$ cat src/rtl/acmp_pkg.sv
package acmp_pkg;

    typedef enum logic [1:0] {
        MODE_TOGGLE = 2'b00,
        MODE_RSVD   = 2'b01,
        MODE_FALL   = 2'b10,
        MODE_RISE   = 2'b11
    } acmp_mode_e;

    typedef enum logic {
        FLAG_IDLE = 1'b0,
        FLAG_PEND = 1'b1
    } flag_state_e;

    typedef enum logic {
        EDGE_WARM = 1'b0,
        EDGE_RUN  = 1'b1
    } edge_state_e;

    localparam int ADDR_CTRL = 0;
    localparam int ADDR_DIS  = 1;
    localparam int ADDR_PIN  = 2;

    localparam int BIT_CAP  = 2;
    localparam int BIT_IE   = 3;
    localparam int BIT_FLAG = 4;
    localparam int BIT_LVL  = 5;

endpackage

$ cat src/rtl/acmp_sync.sv
module acmp_sync #(
    parameter int WIDTH  = 1,
    parameter int STAGES = 2
) (
    input  logic             clk,
    input  logic             rst_n,
    input  logic [WIDTH-1:0] d_i,
    output logic [WIDTH-1:0] q_o
);
    logic [WIDTH-1:0] pipe_q [STAGES];

    always_ff @(posedge clk or negedge rst_n) begin
        if (!rst_n) begin
            for (int i = 0; i < STAGES; i++) pipe_q[i] <= '0;
        end else begin
            pipe_q[0] <= d_i;
            for (int i = 1; i < STAGES; i++) pipe_q[i] <= pipe_q[i-1];
        end
    end

    assign q_o = pipe_q[STAGES-1];
endmodule

$ cat src/rtl/acmp_edge_det.sv
module acmp_edge_det
    import acmp_pkg::*;
#(
    parameter int SYNC_STAGES = 2
) (
    input  logic       clk,
    input  logic       rst_n,
    input  logic       lvl_i,
    input  acmp_mode_e mode_i,
    output logic       evt_o
);
    localparam int WARM_CYC = SYNC_STAGES + 1;
    localparam int CNT_W    = $clog2(WARM_CYC + 1);

    edge_state_e      state_q, state_d;
    logic [CNT_W-1:0] cnt_q;
    logic             watch;
    logic             prev_q;

    // The watched signal is inverted in falling mode, so that mode
    // changes can move it and create an event.
    assign watch = (mode_i == MODE_FALL) ? ~lvl_i : lvl_i;

    always_ff @(posedge clk or negedge rst_n) begin
        if (!rst_n) begin
            state_q <= EDGE_WARM;
            cnt_q   <= '0;
            prev_q  <= 1'b0;
        end else begin
            state_q <= state_d;
            prev_q  <= watch;
            if (state_q == EDGE_WARM) cnt_q <= cnt_q + 1'b1;
        end
    end

    always_comb begin
        state_d = state_q;
        unique case (state_q)
            EDGE_WARM: if (cnt_q == CNT_W'(WARM_CYC - 1)) state_d = EDGE_RUN;
            EDGE_RUN:  state_d = EDGE_RUN;
            default:   state_d = EDGE_WARM;
        endcase
    end

    always_comb begin
        evt_o = 1'b0;
        if (state_q == EDGE_RUN) begin
            unique case (mode_i)
                MODE_TOGGLE: evt_o = watch ^ prev_q;
                MODE_RSVD:   evt_o = 1'b0;
                MODE_FALL,
                MODE_RISE:   evt_o = watch & ~prev_q;
                default:     evt_o = 1'b0;
            endcase
        end
    end

    // after warm-up the watched level is always tracked
    a_r12_prev_tracks: assert property (@(posedge clk) disable iff (!rst_n)
        (state_q == EDGE_RUN) |=> (prev_q == $past(watch)));
endmodule

$ cat src/rtl/acmp_flag_fsm.sv
module acmp_flag_fsm
    import acmp_pkg::*;
(
    input  logic clk,
    input  logic rst_n,
    input  logic set_i,
    input  logic clr_i,
    output logic flag_o
);
    flag_state_e state_q, state_d;

    always_ff @(posedge clk or negedge rst_n) begin
        if (!rst_n) state_q <= FLAG_IDLE;
        else        state_q <= state_d;
    end

    always_comb begin
        state_d = state_q;
        unique case (state_q)
            FLAG_IDLE: if (set_i) state_d = FLAG_PEND;
            FLAG_PEND: if (clr_i && !set_i) state_d = FLAG_IDLE;
            default:   state_d = FLAG_IDLE;
        endcase
    end

    always_comb flag_o = (state_q == FLAG_PEND);

    a_r7_set_wins: assert property (@(posedge clk) disable iff (!rst_n)
        set_i |=> flag_o);

    a_r6_clear_works: assert property (@(posedge clk) disable iff (!rst_n)
        (clr_i && !set_i) |=> !flag_o);
endmodule

$ cat src/rtl/acmp_irq_ctrl.sv
module acmp_irq_ctrl
    import acmp_pkg::*;
#(
    parameter int SYNC_STAGES = 2,
    parameter int PIN_W       = 2,
    parameter int ADDR_W      = 2
) (
    input  logic              clk,
    input  logic              rst_n,
    input  logic              cmp_raw,
    input  logic [PIN_W-1:0]  pin_raw,
    input  logic              gie,
    input  logic              irq_ack,
    input  logic              bus_wr,
    input  logic              bus_rd,
    input  logic [ADDR_W-1:0] bus_addr,
    input  logic [7:0]        bus_wdata,
    output logic [7:0]        bus_rdata,
    output logic              irq,
    output logic              cap_trig
);
    localparam int PAD_W = 8 - PIN_W;

    logic             cmp_s;
    logic [PIN_W-1:0] pin_s;
    acmp_mode_e       mode_q;
    logic             cap_q, ie_q;
    logic [PIN_W-1:0] dis_q;
    logic             evt, flag, sw_clr;
    logic             wr_ctrl, wr_dis;
    logic [7:0]       rd_mux;
    logic             unused_wdata;

    assign unused_wdata = ^bus_wdata[7:6];

    acmp_sync #(.WIDTH(1), .STAGES(SYNC_STAGES)) u_cmp_sync (
        .clk(clk), .rst_n(rst_n), .d_i(cmp_raw), .q_o(cmp_s));

    acmp_sync #(.WIDTH(PIN_W), .STAGES(SYNC_STAGES)) u_pin_sync (
        .clk(clk), .rst_n(rst_n), .d_i(pin_raw), .q_o(pin_s));

    acmp_edge_det #(.SYNC_STAGES(SYNC_STAGES)) u_edge (
        .clk(clk), .rst_n(rst_n), .lvl_i(cmp_s), .mode_i(mode_q), .evt_o(evt));

    assign wr_ctrl = bus_wr && (bus_addr == ADDR_W'(ADDR_CTRL));
    assign wr_dis  = bus_wr && (bus_addr == ADDR_W'(ADDR_DIS));
    assign sw_clr  = wr_ctrl && bus_wdata[BIT_FLAG];

    acmp_flag_fsm u_flag (
        .clk(clk), .rst_n(rst_n), .set_i(evt), .clr_i(irq_ack || sw_clr), .flag_o(flag));

    always_ff @(posedge clk or negedge rst_n) begin
        if (!rst_n) begin
            mode_q <= MODE_TOGGLE;
            cap_q  <= 1'b0;
            ie_q   <= 1'b0;
            dis_q  <= '0;
        end else begin
            if (wr_ctrl) begin
                mode_q <= acmp_mode_e'(bus_wdata[1:0]);
                cap_q  <= bus_wdata[BIT_CAP];
                ie_q   <= bus_wdata[BIT_IE];
            end
            if (wr_dis) dis_q <= bus_wdata[PIN_W-1:0];
        end
    end

    always_comb begin
        rd_mux = '0;
        if (bus_addr == ADDR_W'(ADDR_CTRL)) begin
            rd_mux[1:0]      = mode_q;
            rd_mux[BIT_CAP]  = cap_q;
            rd_mux[BIT_IE]   = ie_q;
            rd_mux[BIT_FLAG] = flag;
            rd_mux[BIT_LVL]  = cmp_s;
        end else if (bus_addr == ADDR_W'(ADDR_DIS)) begin
            rd_mux = {{PAD_W{1'b0}}, dis_q};
        end else if (bus_addr == ADDR_W'(ADDR_PIN)) begin
            rd_mux = {{PAD_W{1'b0}}, pin_s & ~dis_q};
        end
    end

    always_ff @(posedge clk or negedge rst_n) begin
        if (!rst_n)      bus_rdata <= '0;
        else if (bus_rd) bus_rdata <= rd_mux;
    end

    assign irq      = flag && ie_q && gie;
    assign cap_trig = cap_q && cmp_s;

    a_r11_rsvd_zero: assert property (@(posedge clk) disable iff (!rst_n)
        (bus_rd && bus_addr == ADDR_W'(ADDR_DIS)) |=> (bus_rdata[7:PIN_W] == '0));

    a_r13_rdata_hold: assert property (@(posedge clk) disable iff (!rst_n)
        !bus_rd |=> $stable(bus_rdata));

    a_r5_rsvd_quiet: assert property (@(posedge clk) disable iff (!rst_n)
        (mode_q == MODE_RSVD && !flag) |=> !flag);

    a_r8_irq_gated: assert property (@(posedge clk) disable iff (!rst_n)
        irq |-> (gie && ie_q));
endmodule

$ cat config.mk
export PLATFORM = sky130hd
export DESIGN_NAME = acmp_irq_ctrl
export DESIGN_NICKNAME = d
export VERILOG_FILES = /design/src/rtl/acmp_pkg.sv /design/src/rtl/acmp_sync.sv /design/src/rtl/acmp_edge_det.sv /design/src/rtl/acmp_flag_fsm.sv /design/src/rtl/acmp_irq_ctrl.sv
export SDC_FILE = /design/constraint.sdc
export NUM_CORES = 1
export LEC_CHECK = 0
export BUFFER_PORTS_ARGS = -buffer_cell sky130_fd_sc_hd__clkbuf_2
export CORE_ASPECT_RATIO = 1.5
export CORE_MARGIN = 2
export CORE_UTILIZATION = 35
export CTS_BUF_LIST = sky130_fd_sc_hd__clkbuf_8
export CTS_CLUSTER_DIAMETER = 50
export CTS_CLUSTER_SIZE = 14
export DETAILED_ROUTE_END_ITERATION = 10
export PLACE_DENSITY = 0.6
export REMOVE_ABC_BUFFERS = 1
export SYNTH_ARGS = -nofsm -noshare
export SYNTH_HDL_FRONTEND = slang
export SYNTH_SLANG_ARGS = --single-unit
export TNS_END_PERCENT = 5
$ cat constraint.sdc
create_clock -name clk -period 1.55 [get_ports clk]
set_clock_uncertainty 0.1 [all_clocks]
set_input_delay 0.0775 -clock clk [delete_from_list [all_inputs] [get_ports clk]]
set_output_delay 0.0775 -clock clk [all_outputs]
set_load 0.02 [all_outputs]
# Word-level counts from Yosys, hierarchy flattened
# Index checks and enable logic that the tools add are counted.
classes:
  multipliers: 0
  shifts: 0
  bitwise_logic: 8
  div: 0
  addsub: 1
  n_reduce_logical: 12
  order_cmp: 0
  mux: 12
  eq_ne: 6
op_table:
  columns: ["operator", "n"]
  rows:
  - ["equality test 2 bit, second input constant", 4]
  - ["two-way mux 8 bit", 1]
  - ["logical AND 1 bit", 7]
  - ["two-way mux 6 bit", 1]
  - ["two-way mux 1 bit", 5]
  - ["equality test 2 x 1 -> 1 bit, second input constant", 2]
  - ["logical NOT 2 bit", 2]
  - ["two-way mux 2 bit", 2]
  - ["inverter 1 bit", 4]
  - ["case mux 1 bit (2 select lines)", 2]
  - ["case mux 1 bit (3 select lines)", 1]
  - ["adder 2 x 1 -> 2 bit, second input constant", 1]
  - ["AND 2 bit", 1]
  - ["inverter 2 bit", 1]
  - ["OR reduction 2 bit", 1]
  - ["AND 1 bit", 1]
  - ["logical NOT 1 bit", 1]
  - ["logical OR 1 bit", 1]
  - ["XOR 1 bit", 1]
word_totals:
  wordCells: 52
  memories: 0
  in_bits: 19
  latch_bits: 0
  mem_bits_ro: 0
  regBits: 25
  mem_bits_rw: 0

# Longest topological paths before layout
logic_depth:
  depth_word: 9
  ltp_mapped: 6
  depth_no_buf: 6

# Hierarchy
# From an unflattened synthesis, not the netlist that was laid out.
hier_totals:
  cells_unflattened: 77
  area_unflattened_um2: 984.7
by_module_without_submodules:
  columns: ["mod", "cells_per_inst", "n_inst", "seq_area_each_um2", "area_per_inst_um2"]
  rows:
  - ["acmp_irq_ctrl", 49, 1, 300.3, 586.8]
  - ["acmp_edge_det", 17, 1, 100.1, 196.4]
  - ["acmp_sync at u_pin_sync", 6, 1, 100.1, 115.1]
  - ["acmp_sync at u_cmp_sync", 2, 1, 50.0, 50.0]
  - ["acmp_flag_fsm", 3, 1, 25.0, 36.3]

# Least setup slack after synthesis
# Ideal clock, no wire load.
synth_timing:
  path_type: "register to register"
  from: "register mode_q[0]"
  to: "register u_flag.state_q, in the netlist u_flag.flag_o"
  setup_slack_ns: 0.136
  setup_time_ns: 0.067
  arrival_time_ns: 1.247
  path_stages_with_launch: 6
  required_time_ns: 1.383
  synth_period_minus_slack_ns: 1.414
  cell_sequence: "dfrtp_1 > nand2b_1 > xnor2_1 > ha_1 > o31ai_1 > a32o_1"
synth_between:
  elab_chain_len: 9
  word_cells_on_any_way: 15
  classes_between: "eq/ne (3); mux (6); bitwise (2); reduce/logical (4)"
synth_rtl:
  columns: ["element", "line", "source"]
  rows:
  - ["start, declared", "acmp_irq_ctrl.sv:26", "acmp_mode_e mode_q;"]
  - ["start signal, assigned", "acmp_irq_ctrl.sv:60", "mode_q <= acmp_mode_e'(bus_wdata[1:0]);"]
  - ["equality test 2 bit *", "acmp_edge_det.sv:22", "assign watch = (mode_i == MODE_FALL) ? ~lvl_i : lvl_i;"]
  - ["two-way mux 1 bit *", "acmp_edge_det.sv:22", null]
  - ["via u_edge.watch", "acmp_edge_det.sv:17", "logic watch;"]
  - ["AND 1 bit or XOR 1 bit (tied branches)", "acmp_edge_det.sv:52, acmp_edge_det.sv:49", null]
  - ["case mux 1 bit (3 select lines) *", "acmp_edge_det.sv:48", "unique case (mode_i)"]
  - ["two-way mux 1 bit *", "acmp_edge_det.sv:47", "if (state_q == EDGE_RUN) begin"]
  - ["logical NOT 1 bit", "acmp_flag_fsm.sv:21", "FLAG_PEND: if (clr_i && !set_i) state_d = FLAG_IDLE;"]
  - ["logical AND 1 bit", "acmp_flag_fsm.sv:21", null]
  - ["two-way mux 1 bit", "acmp_flag_fsm.sv:21", null]
  - ["case mux 1 bit (2 select lines) *", "acmp_flag_fsm.sv:19", "unique case (state_q)"]
  - ["via u_flag.state_d", "acmp_flag_fsm.sv:10", "flag_state_e state_q, state_d;"]
  - ["end signal, assigned", "acmp_flag_fsm.sv:14", "else state_q <= state_d;"]
  - ["end, declared", "acmp_flag_fsm.sv:10", null]
# Mark *: on every way through the listed nets, which the timed path passes. The rest lies on a longest branch.
# A chain may end at the register's enable or synchronous reset.

# Final worst setup path
# Same ends and word-level chain as after synthesis.

==> summary.md <==
| Metric | Value |
|---|---|
| Most frequent cells in the layout | `23 x dfrtp_1, 23 x clkbuf_2, 8 x inv_1, 8 x dlygate4sd3_1, 6 x mux2_2` |
| DIE HEIGHT | `67.4 microns` |
| Worst hold stages | `3` |
| # nets final | `130` |
| Sinks on Clock Net | `23` |
| Slew Limit Fails | `0` |
| Period utilisation layout | `93.8%` |
| Initial antenna violation count | `0` |
| Global route total overflow | `0` |
| Largest net degree at the start of global routing | `24` |
| Number of global-route vias before repair | `641` |
| First-pass GRT wire length | `2.70 mm` |
| Area growth, synth to finish | `32.7%` |
| Tightest Pin Transition | `0.569 ns` |
| CTS Buf Count | `3` |
| # fillers | `256` |
| Hold WC Path Type | `primary input to register` |
| Antenna Violating Nets Remaining | `0` |
| Clock root buffer | `clkbuf_8` |
| Status | `finished, final reports clean` |
| Io pins | `29` |
| Netlist Area Pre-Place | `937 sq um` |
| RSZ-0062 raised after global routing | `false` |
| Die ar. | `3120 sq um` |
| Main area contributors after synthesis | `dfrtp_1 61%, mux2_2 7.2%, inv_1 2.8%` |
| Req. time, crit path | `1.65 ns` |
| Crit path launch type | `register` |
| Drt initial violations | `8` |
| Final core occ | `47.5%` |
| Layout cell share with drive strength beyond 1 | `37.0%` |
| Yosys top cell by area | `dfrtp_1` |
| Crit path max fanout | `2` |
| Cells after Synth | `73` |
| Worst EP arrival | `1.55 ns` |
| ANT cells | `0` |
| DRC errors left | `0` |
| Final min period | `1.45 ns` |
| Reg2reg path depth | `5` |
| Power per standard cell area | `1080 nW/um^2` |
| Finished Layout Cells | `145` |
| Mapped Avg Cell Area | `12.8 sq um` |
| Fmax | `0.688 GHz` |
| DRT Pass-1 Iters | `3` |
| Final worst slack | `0.0969 ns` |
| Total Power | `1350 uW` |
| Vias | `647` |
| Synth top area share | `61.4%` |
| Total detailed-routing wirelength | `1.68 mm` |
| Core Region | `2620 sq um` |
| Setup_tns | `0 ns` |
| Placed Cells incl. Taps | `132` |
| Post-DP HPWL | `1.27 mm` |
| Worst-path clk slew | `0.08 ns` |
| Row cnt | `23` |
| GPL Wtd Cong | `0.656` |
| Leak pwr | `0.000599 uW` |
| Pre-CTS WS | `0.0330 ns` |
| H-Tree Depth | `1` |
| Buffers on Ports | `23` |
| Worst skew pair latency | `0.26 ns` |
| Fin. Hold Viols | `0` |
| Crit end category | `register` |
| Max-cap violations | `0` |
| Final setup vio count | `0` |
| Total track usage | `12.5%` |
| FF+latch count, synth | `23` |
| Avg Vias per Cell | `4.46` |
| Initial Util | `35.8%` |
| Maximum vdd drop | `0.579 mV` |
| Yosys cell types | `24` |
| Sequential area share after synthesis | `61.4%` |
| CTS tree | `built` |
| Slew headroom | `62.1%` |
| Die X | `46.3 microns` |
| Critical path class | `register to register` |
| Routed WL per cell | `11.6 microns` |
| Syn. warnings | `0` |
| Longest Clk Path Bufs | `2` |
final timing paths:
kind                                           startpoint  slack [ns]                     endpoint
max in group asynchronous                           rst_n        0.73        mode_q[0]$_DFFE_PN0N_
max                                 mode_q[0]$_DFFE_PN0N_         0.1      u_flag.flag_o$_DFF_PN0_
min reg2reg                u_pin_sync.pipe_q[2]$_DFF_PN0_        0.25  u_pin_sync.q_o[0]$_DFF_PN0_
min in group asynchronous                           rst_n        0.24     bus_rdata[4]$_DFFE_PN0P_
max reg2reg                         mode_q[0]$_DFFE_PN0N_         0.1      u_flag.flag_o$_DFF_PN0_
min                                               irq_ack        0.02      u_flag.flag_o$_DFF_PN0_
kinds of logic (layout without fill, tap and decap cells):
family,after synthesis,count (layout),synth area share (%)
flops,23,23,61.4
other cells,1,2,0.400
fa+ha+maj,2,2,2.67
compound gates,11,11,7.74
buf+inv,10,44,4.81
mux,8,8,9.35
simple gates,16,16,11.8
xor+xnor,2,2,1.87
metrics by stage:
step	instance area [sq um]	hold WS (ns)
5_1_grt	1240	0.0343
3_5_place_dp	1090	-0.000809
6_report	1240	0.0180
2_1_floorplan	922	-0.318
4_1_cts	1220	0.0152
3_3_place_gp	1090	-0.0154
layout make-up:
type	instances	area, sq um	share of cell area (%)
sequential	23	576	46.3
clock inverter	1	3.75	0.302
clock buffer	3	41.3	3.32
multi-input combinational	41	340	27.4
inverter	7	26.3	2.11
timing repair buffer	33	210	16.9
tap	37	46.3	3.72
registers in the layout (all words and copies together) (netlist names):
register	count
bus_rdata	6
cap_q	1
dis_q	2
ie_q	1
mode_q	2
u_cmp_sync.pipe_q	1
u_cmp_sync.q_o	1
u_edge.cnt_q	2
u_edge.prev_q	1
u_edge.state_q	1
u_flag.flag_o	1
u_pin_sync.pipe_q	2
u_pin_sync.q_o	2
critical path, cell delays in order (launching register included):
cell and delay, ns:
dfrtp_1 0.38, nand2b_4 0.15, xnor2_2 0.13, ha_1 0.29
o31ai_2 0.20, a32o_1 0.15
routing by layer:
| metal | up-vias | global-route usage, % | routed length, microns |
|---|---|---|---|
| met5 | - | 0 | 0 |
| met4 | 0 | 7.50 | 19 |
| met2 | 6 | 22.2 | 1010 |
| met1 | 326 | 12.7 | 617 |
| li1 | 313 | - | - |
| met3 | 2 | 2.41 | 37 |
repair_timing:
action / in CTS / in global routing
pin swaps: 0 / 1
endpoints found under the setup margin: 1 / 1
endpoints found under the hold margin: 32 / 0
hold buffers: 8 / 0
gates resized for setup: 1 / 2
setup buffers: 0 / 1
report_power, final:
group / total (uW) / internal, uW / switching (uW)
combinational: 274 / 142 / 131
sequential: 717 / 672 / 45.8
clock: 355 / 176 / 178
cells in the mapped netlist, drive strengths merged:
cell and n:
dfrtp 23, inv 7, mux2 6, nand3 5, o21ai 5, nand2 3, buf 2, ha 2
mux2i 2, nand4bb 2, o211ai 2, o21a 2, xnor2 2, a32o 1, and2 1, and3 1
clkbuf 1, conb 1, nand2b 1, nand3b 1, nor2 1, o31ai 1, or2 1
No activity file was read; power rests on OpenSTA's default activity.
